--- config.mk ---
export PLATFORM = sky130hd
export DESIGN_NAME = pot_mem_top
export DESIGN_NICKNAME = d
export VERILOG_FILES = /design/src/rtl/pot_mem_pkg.sv /design/src/rtl/pot_mem_line_sync.sv /design/src/rtl/pot_mem_link.sv /design/src/rtl/pot_mem_array.sv /design/src/rtl/pot_mem_top.sv
export SDC_FILE = /design/constraint.sdc
export NUM_CORES = 2
export LEC_CHECK = 0
export ABC_AREA = 0
export BUFFER_PORTS_ARGS = -buffer_cell sky130_fd_sc_hd__buf_2
export CORE_MARGIN = 2
export CORE_UTILIZATION = 50
export DETAILED_ROUTE_END_ITERATION = 16
export PLACE_DENSITY = 0.65
export REMOVE_ABC_BUFFERS = 1
export SLEW_MARGIN = 20
export SYNTH_ARGS = -nofsm -noshare
export SYNTH_HDL_FRONTEND = slang
export SYNTH_HIERARCHICAL = 1
export SYNTH_SLANG_ARGS = --single-unit
--- constraint.sdc ---
create_clock -name clk -period 13.9 [get_ports clk]
set_clock_uncertainty 0.15 [all_clocks]
set_input_delay 2.085 -clock clk [delete_from_list [all_inputs] [get_ports clk]]
set_output_delay 2.085 -clock clk [all_outputs]
set_load 0.01 [all_outputs]
--- src/rtl/pot_mem_pkg.sv ---
package pot_mem_pkg;
    localparam int BYTE_W      = 8;
    localparam int BIT_CNT_W   = $clog2(BYTE_W);
    localparam int STRAP_W     = 3;
    localparam int ARRAY_DEPTH = 256;
    localparam int PTR_W       = $clog2(ARRAY_DEPTH);
    localparam int RSVD_COUNT  = 6;
    localparam int USER_DEPTH  = ARRAY_DEPTH - RSVD_COUNT - 2;

    localparam logic [3:0]       DEV_FAMILY = 4'b1010;
    localparam logic [PTR_W-1:0] USER_LAST  = PTR_W'(USER_DEPTH - 1);
    localparam logic [PTR_W-1:0] WIPER1_LOC = PTR_W'(USER_DEPTH);
    localparam logic [PTR_W-1:0] WIPER0_LOC = PTR_W'(USER_DEPTH + 1);
    localparam logic [BYTE_W-1:0] WIPER0_MAX = BYTE_W'(99);

    typedef enum logic [2:0] {
        ST_IDLE, ST_ADDR, ST_ADDR_ACK, ST_WR, ST_WR_ACK, ST_RD, ST_RD_ACK
    } link_state_e;

    typedef struct packed {
        logic sda;
        logic scl_rise;
        logic scl_fall;
        logic start;
        logic stop;
    } line_evt_t;

    typedef struct packed {
        logic              en;
        logic [PTR_W-1:0]  addr;
        logic [BYTE_W-1:0] data;
    } wr_req_t;

    function automatic logic [BYTE_W-1:0] clamp_w0(input logic [BYTE_W-1:0] v);
        return (v > WIPER0_MAX) ? WIPER0_MAX : v;
    endfunction
endpackage

--- src/rtl/pot_mem_line_sync.sv ---
module pot_mem_line_sync
    import pot_mem_pkg::*;
#(
    parameter int SYNC_STAGES = 2
) (
    input  logic      clk,
    input  logic      rst,
    input  logic      scl_i,
    input  logic      sda_i,
    output line_evt_t evt_o
);
    logic [SYNC_STAGES-1:0] scl_sh, sda_sh;
    logic scl_q, sda_q;
    logic scl_s, sda_s;

    always_ff @(posedge clk) begin
        if (rst) begin
            scl_sh <= '1;
            sda_sh <= '1;
            scl_q  <= 1'b1;
            sda_q  <= 1'b1;
        end else begin
            scl_sh <= {scl_sh[SYNC_STAGES-2:0], scl_i};
            sda_sh <= {sda_sh[SYNC_STAGES-2:0], sda_i};
            scl_q  <= scl_s;
            sda_q  <= sda_s;
        end
    end

    assign scl_s = scl_sh[SYNC_STAGES-1];
    assign sda_s = sda_sh[SYNC_STAGES-1];

    always_comb begin
        evt_o.sda      = sda_s;
        evt_o.scl_rise = scl_s & ~scl_q;
        evt_o.scl_fall = ~scl_s & scl_q;
        evt_o.start    = scl_s & scl_q & ~sda_s & sda_q;
        evt_o.stop     = scl_s & scl_q & sda_s & ~sda_q;
    end
endmodule

--- src/rtl/pot_mem_link.sv ---
module pot_mem_link
    import pot_mem_pkg::*;
(
    input  logic               clk,
    input  logic               rst,
    input  line_evt_t          evt_i,
    input  logic [STRAP_W-1:0] strap_i,
    input  logic [BYTE_W-1:0]  rd_data_i,
    output logic               sda_oe_o,
    output logic [PTR_W-1:0]   ptr_o,
    output wr_req_t            wr_o
);
    link_state_e          state;
    logic [BIT_CNT_W-1:0] bitcnt;
    logic [BYTE_W-1:0]    sh;
    logic [PTR_W-1:0]     ptr;
    logic first_q, nack_q, rw_q, full_q, oe_q;
    wr_req_t wr_q;

    localparam logic [BIT_CNT_W-1:0] LAST_BIT = BIT_CNT_W'(BYTE_W - 1);

    always_ff @(posedge clk) begin
        if (rst) begin
            state   <= ST_IDLE;
            bitcnt  <= '0;
            sh      <= '0;
            ptr     <= '0;
            first_q <= 1'b0;
            nack_q  <= 1'b0;
            rw_q    <= 1'b0;
            full_q  <= 1'b0;
            oe_q    <= 1'b0;
            wr_q    <= '0;
        end else begin
            wr_q.en <= 1'b0;
            if (evt_i.start) begin
                state  <= ST_ADDR;
                bitcnt <= '0;
                full_q <= 1'b0;
                oe_q   <= 1'b0;
            end else if (evt_i.stop) begin
                state <= ST_IDLE;
                oe_q  <= 1'b0;
            end else begin
                case (state)
                    ST_ADDR, ST_WR: begin
                        if (evt_i.scl_rise) begin
                            sh     <= {sh[BYTE_W-2:0], evt_i.sda};
                            bitcnt <= bitcnt + 1'b1;
                            if (bitcnt == LAST_BIT) full_q <= 1'b1;
                        end else if (evt_i.scl_fall && full_q) begin
                            full_q <= 1'b0;
                            if (state == ST_ADDR) begin
                                if (sh[BYTE_W-1:1] == {DEV_FAMILY, strap_i}) begin
                                    oe_q    <= 1'b1;
                                    rw_q    <= sh[0];
                                    first_q <= 1'b1;
                                    state   <= ST_ADDR_ACK;
                                end else begin
                                    state <= ST_IDLE;
                                end
                            end else begin
                                oe_q  <= 1'b1;
                                state <= ST_WR_ACK;
                                if (first_q) begin
                                    ptr     <= sh;
                                    first_q <= 1'b0;
                                end else begin
                                    wr_q.en   <= 1'b1;
                                    wr_q.addr <= ptr;
                                    wr_q.data <= sh;
                                    ptr       <= ptr + 1'b1;
                                end
                            end
                        end
                    end
                    ST_ADDR_ACK: begin
                        if (evt_i.scl_fall) begin
                            bitcnt <= '0;
                            if (rw_q) begin
                                sh    <= rd_data_i;
                                oe_q  <= ~rd_data_i[BYTE_W-1];
                                state <= ST_RD;
                            end else begin
                                oe_q  <= 1'b0;
                                state <= ST_WR;
                            end
                        end
                    end
                    ST_WR_ACK: begin
                        if (evt_i.scl_fall) begin
                            oe_q   <= 1'b0;
                            bitcnt <= '0;
                            state  <= ST_WR;
                        end
                    end
                    ST_RD: begin
                        if (evt_i.scl_fall) begin
                            if (bitcnt == LAST_BIT) begin
                                oe_q  <= 1'b0;
                                ptr   <= ptr + 1'b1;
                                state <= ST_RD_ACK;
                            end else begin
                                sh     <= {sh[BYTE_W-2:0], 1'b0};
                                oe_q   <= ~sh[BYTE_W-2];
                                bitcnt <= bitcnt + 1'b1;
                            end
                        end
                    end
                    ST_RD_ACK: begin
                        if (evt_i.scl_rise) begin
                            nack_q <= evt_i.sda;
                        end else if (evt_i.scl_fall) begin
                            if (!nack_q) begin
                                sh     <= rd_data_i;
                                oe_q   <= ~rd_data_i[BYTE_W-1];
                                bitcnt <= '0;
                                state  <= ST_RD;
                            end else begin
                                state <= ST_IDLE;
                            end
                        end
                    end
                    default: ;
                endcase
            end
        end
    end

    assign sda_oe_o = oe_q;
    assign ptr_o    = ptr;
    assign wr_o     = wr_q;
endmodule

--- src/rtl/pot_mem_array.sv ---
module pot_mem_array
    import pot_mem_pkg::*;
(
    input  logic              clk,
    input  logic              rst,
    input  logic              protect_i,
    input  wr_req_t           wr_i,
    input  logic [PTR_W-1:0]  rd_addr_i,
    output logic [BYTE_W-1:0] rd_data_o,
    output logic [BYTE_W-1:0] wiper0_o,
    output logic [BYTE_W-1:0] wiper1_o
);
    logic [BYTE_W-1:0] user_mem [USER_DEPTH];
    logic [BYTE_W-1:0] w0_q, w1_q;
    logic wr_ok;

    assign wr_ok = wr_i.en & ~protect_i;

    always_ff @(posedge clk) begin
        if (wr_ok && wr_i.addr <= USER_LAST) user_mem[wr_i.addr] <= wr_i.data;
    end

    always_ff @(posedge clk) begin
        if (rst) begin
            w0_q <= '0;
            w1_q <= '0;
        end else if (wr_ok) begin
            if (wr_i.addr == WIPER0_LOC) w0_q <= clamp_w0(wr_i.data);
            if (wr_i.addr == WIPER1_LOC) w1_q <= wr_i.data;
        end
    end

    always_comb begin
        if (rd_addr_i <= USER_LAST)       rd_data_o = user_mem[rd_addr_i];
        else if (rd_addr_i == WIPER0_LOC) rd_data_o = w0_q;
        else if (rd_addr_i == WIPER1_LOC) rd_data_o = w1_q;
        else                              rd_data_o = '0;
    end

    assign wiper0_o = w0_q;
    assign wiper1_o = w1_q;
endmodule

--- src/rtl/pot_mem_top.sv ---
module pot_mem_top
    import pot_mem_pkg::*;
(
    input  logic               clk,
    input  logic               rst,
    input  logic               scl_i,
    input  logic               sda_i,
    input  logic [STRAP_W-1:0] strap_i,
    input  logic               wp_i,
    output logic               sda_oe_o,
    output logic [BYTE_W-1:0]  wiper0_o,
    output logic [BYTE_W-1:0]  wiper1_o
);
    line_evt_t         evt;
    wr_req_t           wr_req;
    logic [PTR_W-1:0]  ptr;
    logic [BYTE_W-1:0] rd_data;
    logic              protect;

    // Only a definite 0 unlocks writes; X or Z behave like the pull-up.
    assign protect = (wp_i === 1'b0) ? 1'b0 : 1'b1;

    pot_mem_line_sync #(.SYNC_STAGES(2)) sync_i (
        .clk(clk), .rst(rst), .scl_i(scl_i), .sda_i(sda_i), .evt_o(evt)
    );

    pot_mem_link link_i (
        .clk(clk), .rst(rst), .evt_i(evt), .strap_i(strap_i),
        .rd_data_i(rd_data), .sda_oe_o(sda_oe_o), .ptr_o(ptr), .wr_o(wr_req)
    );

    pot_mem_array array_i (
        .clk(clk), .rst(rst), .protect_i(protect), .wr_i(wr_req),
        .rd_addr_i(ptr), .rd_data_o(rd_data),
        .wiper0_o(wiper0_o), .wiper1_o(wiper1_o)
    );
endmodule

==> reports/metrics.csv <==
stage,metric,value,unit
status,outcome,"complete, no violations",
clocking,postCtsHoldBufs,0,
clocking,h-tree-depth,4,
sta,setup_violations,0,
grt,track_usage,0.255,
clocking,cts_tree,built,
clocking,clock_latency,0.85,ns
finish,layout_commonest_cell,edfxtp_1,
grt,gr-total-overflow,0,
sta,period_minus_slack,5.83,ns
logic_synthesis,ys.flop_type,edfxtp_1,
clocking,cts-resized-gates,0,
sta,hold_slack,0.277,ns
sta,tightest_slew,1.24,ns
detailed_routing,ant_nets,0,
clocking,root_buffer,clkbuf_16,
sta,slew_viol_final,0,
finish,area_growth,10.9,%
sta,fin_ws,8.07,ns
die,dieArea,0.164,mm2
logic_synthesis,ys_seq_area_frac,0.758,
logic_synthesis,synthArstFlopShare,0,
sta,rsz0062_at_grt,no,
grt,grt_max_degree,124,
clocking,clockBufferDepth,3,
clocking,cts_made_buffers,201,
power,p_leak,27.6,nW
logic_synthesis,synth-seq-cells,2050,
logic_synthesis,synth_warnings,6,
detailed_routing,viasPerCell,6.46,
detailed_routing,drtIter0Drc,5226,
placement,place_congestion,0.896,
detailed_routing,drc,0,
logic_synthesis,synth_edf_count,1984,
clocking,cts.clk_slew.worst_paths,0.07,ns
grt,grt_pass1_vias,39800,
sta,finalCritPeriodShare,0.420,
logic_synthesis,syn-instance-count,3875,
placement,post-place-ws,8.02,ns
finish,utilization,0.556,
logic_synthesis,synth_area_leaders,"edfxtp_1 (74%), mux4_2 (14%), mux2i_1 (2.0%)",
finish,finalInstanceArea,0.0890,mm2
critical_path,crit_required,14.44,ns
detailed_routing,routed_wl,207,mm
finish,fillerInstances,12000,
placement,dp_hpwl,123,mm
job,drv_cap,0,
logic_synthesis,syn_area,0.0803,mm2
detailed_routing,first_pass_iters,5,
die,coreArea,0.160,mm2
logic_synthesis,synth.distinct_cells,75,
detailed_routing,wl_per_cell,33.3,um
grt,grt_pass1_wl,297,mm
placement,portBuffers,24,
die,start_util,0.502,
placement,placed_cell_area,0.0826,mm2
critical_path,worstPathMaxFanout,101,
worst_hold_path,hold_path.class,reg2reg,
critical_path,worst_setup_path_start_kind,flop,
grt,antenna_found_initial,1,
sta,maxSlewHeadroom,0.165,
finish,drive_gt1_frac,0.235,
die,row_count,147,
critical_path,crit_type,reg2reg,
die,ios,25,
clocking,postCtsSetupBuffers,0,
sta,hold_violations,0,
critical_path,cp.arrival,6.37,ns
finish,final_cell_mix,"edfxtp_1 (1984), mux4_2 (514), nor2_1 (305)",
critical_path,cp-end-kind,flop,
logic_synthesis,yosysTopAreaCell,edfxtp_1,
finish,final_nets,3969,
logic_synthesis,avgSynthCellArea,20.7,um2
power,total_power,12.1,mW
sta,max_freq,0.171,GHz
die,die_w,405,um
die,die_y,405,um
logic_synthesis,synth_top_area_frac,0.742,
detailed_routing,vias,40200,
power,powerDensity,136,mW/mm2
clocking,cts.sinks,2050,
power,ir_worst_vdd,0.117,mV
## synthesized netlist by cell type (18+ instances only)
cell      count
edfxtp_1   1984
mux4_2      514
nor2_1      311
mux2i_1     159
clkbuf_1    114
nand2_1     108
dfxtp_1      66
a21oi_1      54
buf_2        48
o21ai_0      40
o22ai_1      38
buf_4        37
nand3_1      35
nor2b_1      26
a22oi_1      24
mux2_2       19
a31oi_1      18
nor3_1       18
o221ai_1     18
## cells by family (layout without fill, tap and decap cells)
kind of cell,Yosys count,count (layout),synth area share
multiplexers,692,692,0.167
other,0,1,0
AND/OR/NAND/NOR,585,585,0.0325
AO/OA/AOI/OAI,301,301,0.0261
XOR/XNOR,3,3,0.000327
adder cells (fa/ha/maj),3,3,0.000467
buffers and inverters,241,496,0.0156
flip-flops,2050,2050,0.758
## layer usage
metal	GRT usage	wire [um]
met1	0.368	83200
met2	0.384	96000
met3	0.0561	19400
met4	0.101	8440
met5	0	0
## report_power, final
group          internal, mW  leakage [nW]  switching (mW)
clock network          2.94          3.10            2.33
registers              6.68          18.9          0.0409
logic                0.0638          5.55          0.0771
total                  9.69          27.6            2.45
## final timing paths
kind	from	cells after the start	slack, ns	to
setup / recovery	link_i/ptr_o[0]$_SDFFE_PP0P_	10	8.07	link_i/sh[1]$_SDFFE_PP0P_
hold / removal	sync_i/sda_sh[0]$_SDFF_PP1_	1	0.28	sync_i/sda_sh[1]$_SDFF_PP1_
setup reg to reg	link_i/ptr_o[0]$_SDFFE_PP0P_	10	8.07	link_i/sh[1]$_SDFFE_PP0P_
hold reg to reg	sync_i/sda_sh[0]$_SDFF_PP1_	1	0.28	sync_i/sda_sh[1]$_SDFF_PP1_
## metrics by stage
step / instances / setup TNS (ns)
after floorplan: 3644 / -161.08
final: 6217 / 0
after detailed placement: 5840 / 0
after CTS: 6215 / 0
after global placement: 5840 / 0
after global routing: 6216 / 0
## flip-flops by register name, summed over array words and instances, names as in the netlist, 3 cells and up
register and cells:
link_i/ptr_o 8, link_i/bitcnt 3, array_i/wiper0_o 8, link_i/wr_o 17, array_i/wiper1_o 8, link_i/sh 8, link_i/state 3, array_i/user_mem 1984
## worst max-delay path, stage by stage (launching register included)
cell and delay [ns]:
dfxtp_4 0.84, buf_12 0.50, buf_4 0.89, buf_4 0.79, mux4_2 0.62, mux4_2 0.48, mux4_2 0.55, nor2_1 0.13
o32ai_1 0.10, mux2i_1 0.21, a311oi_1 0.11
## final cells by class
class / instances / area, um2 / area share
diodes: 1 / 2.50 / 0.0000281
multi-input cells: 1584 / 18200 / 0.205
well taps: 2086 / 2610 / 0.0293
inverters: 10 / 45.0 / 0.000506
clock inverters: 114 / 943 / 0.0106
flip-flops and latches: 2050 / 60900 / 0.685
repair buffers: 111 / 855 / 0.00960
clock buffers: 261 / 5390 / 0.0605
Power figures use the tool's default switching activity.
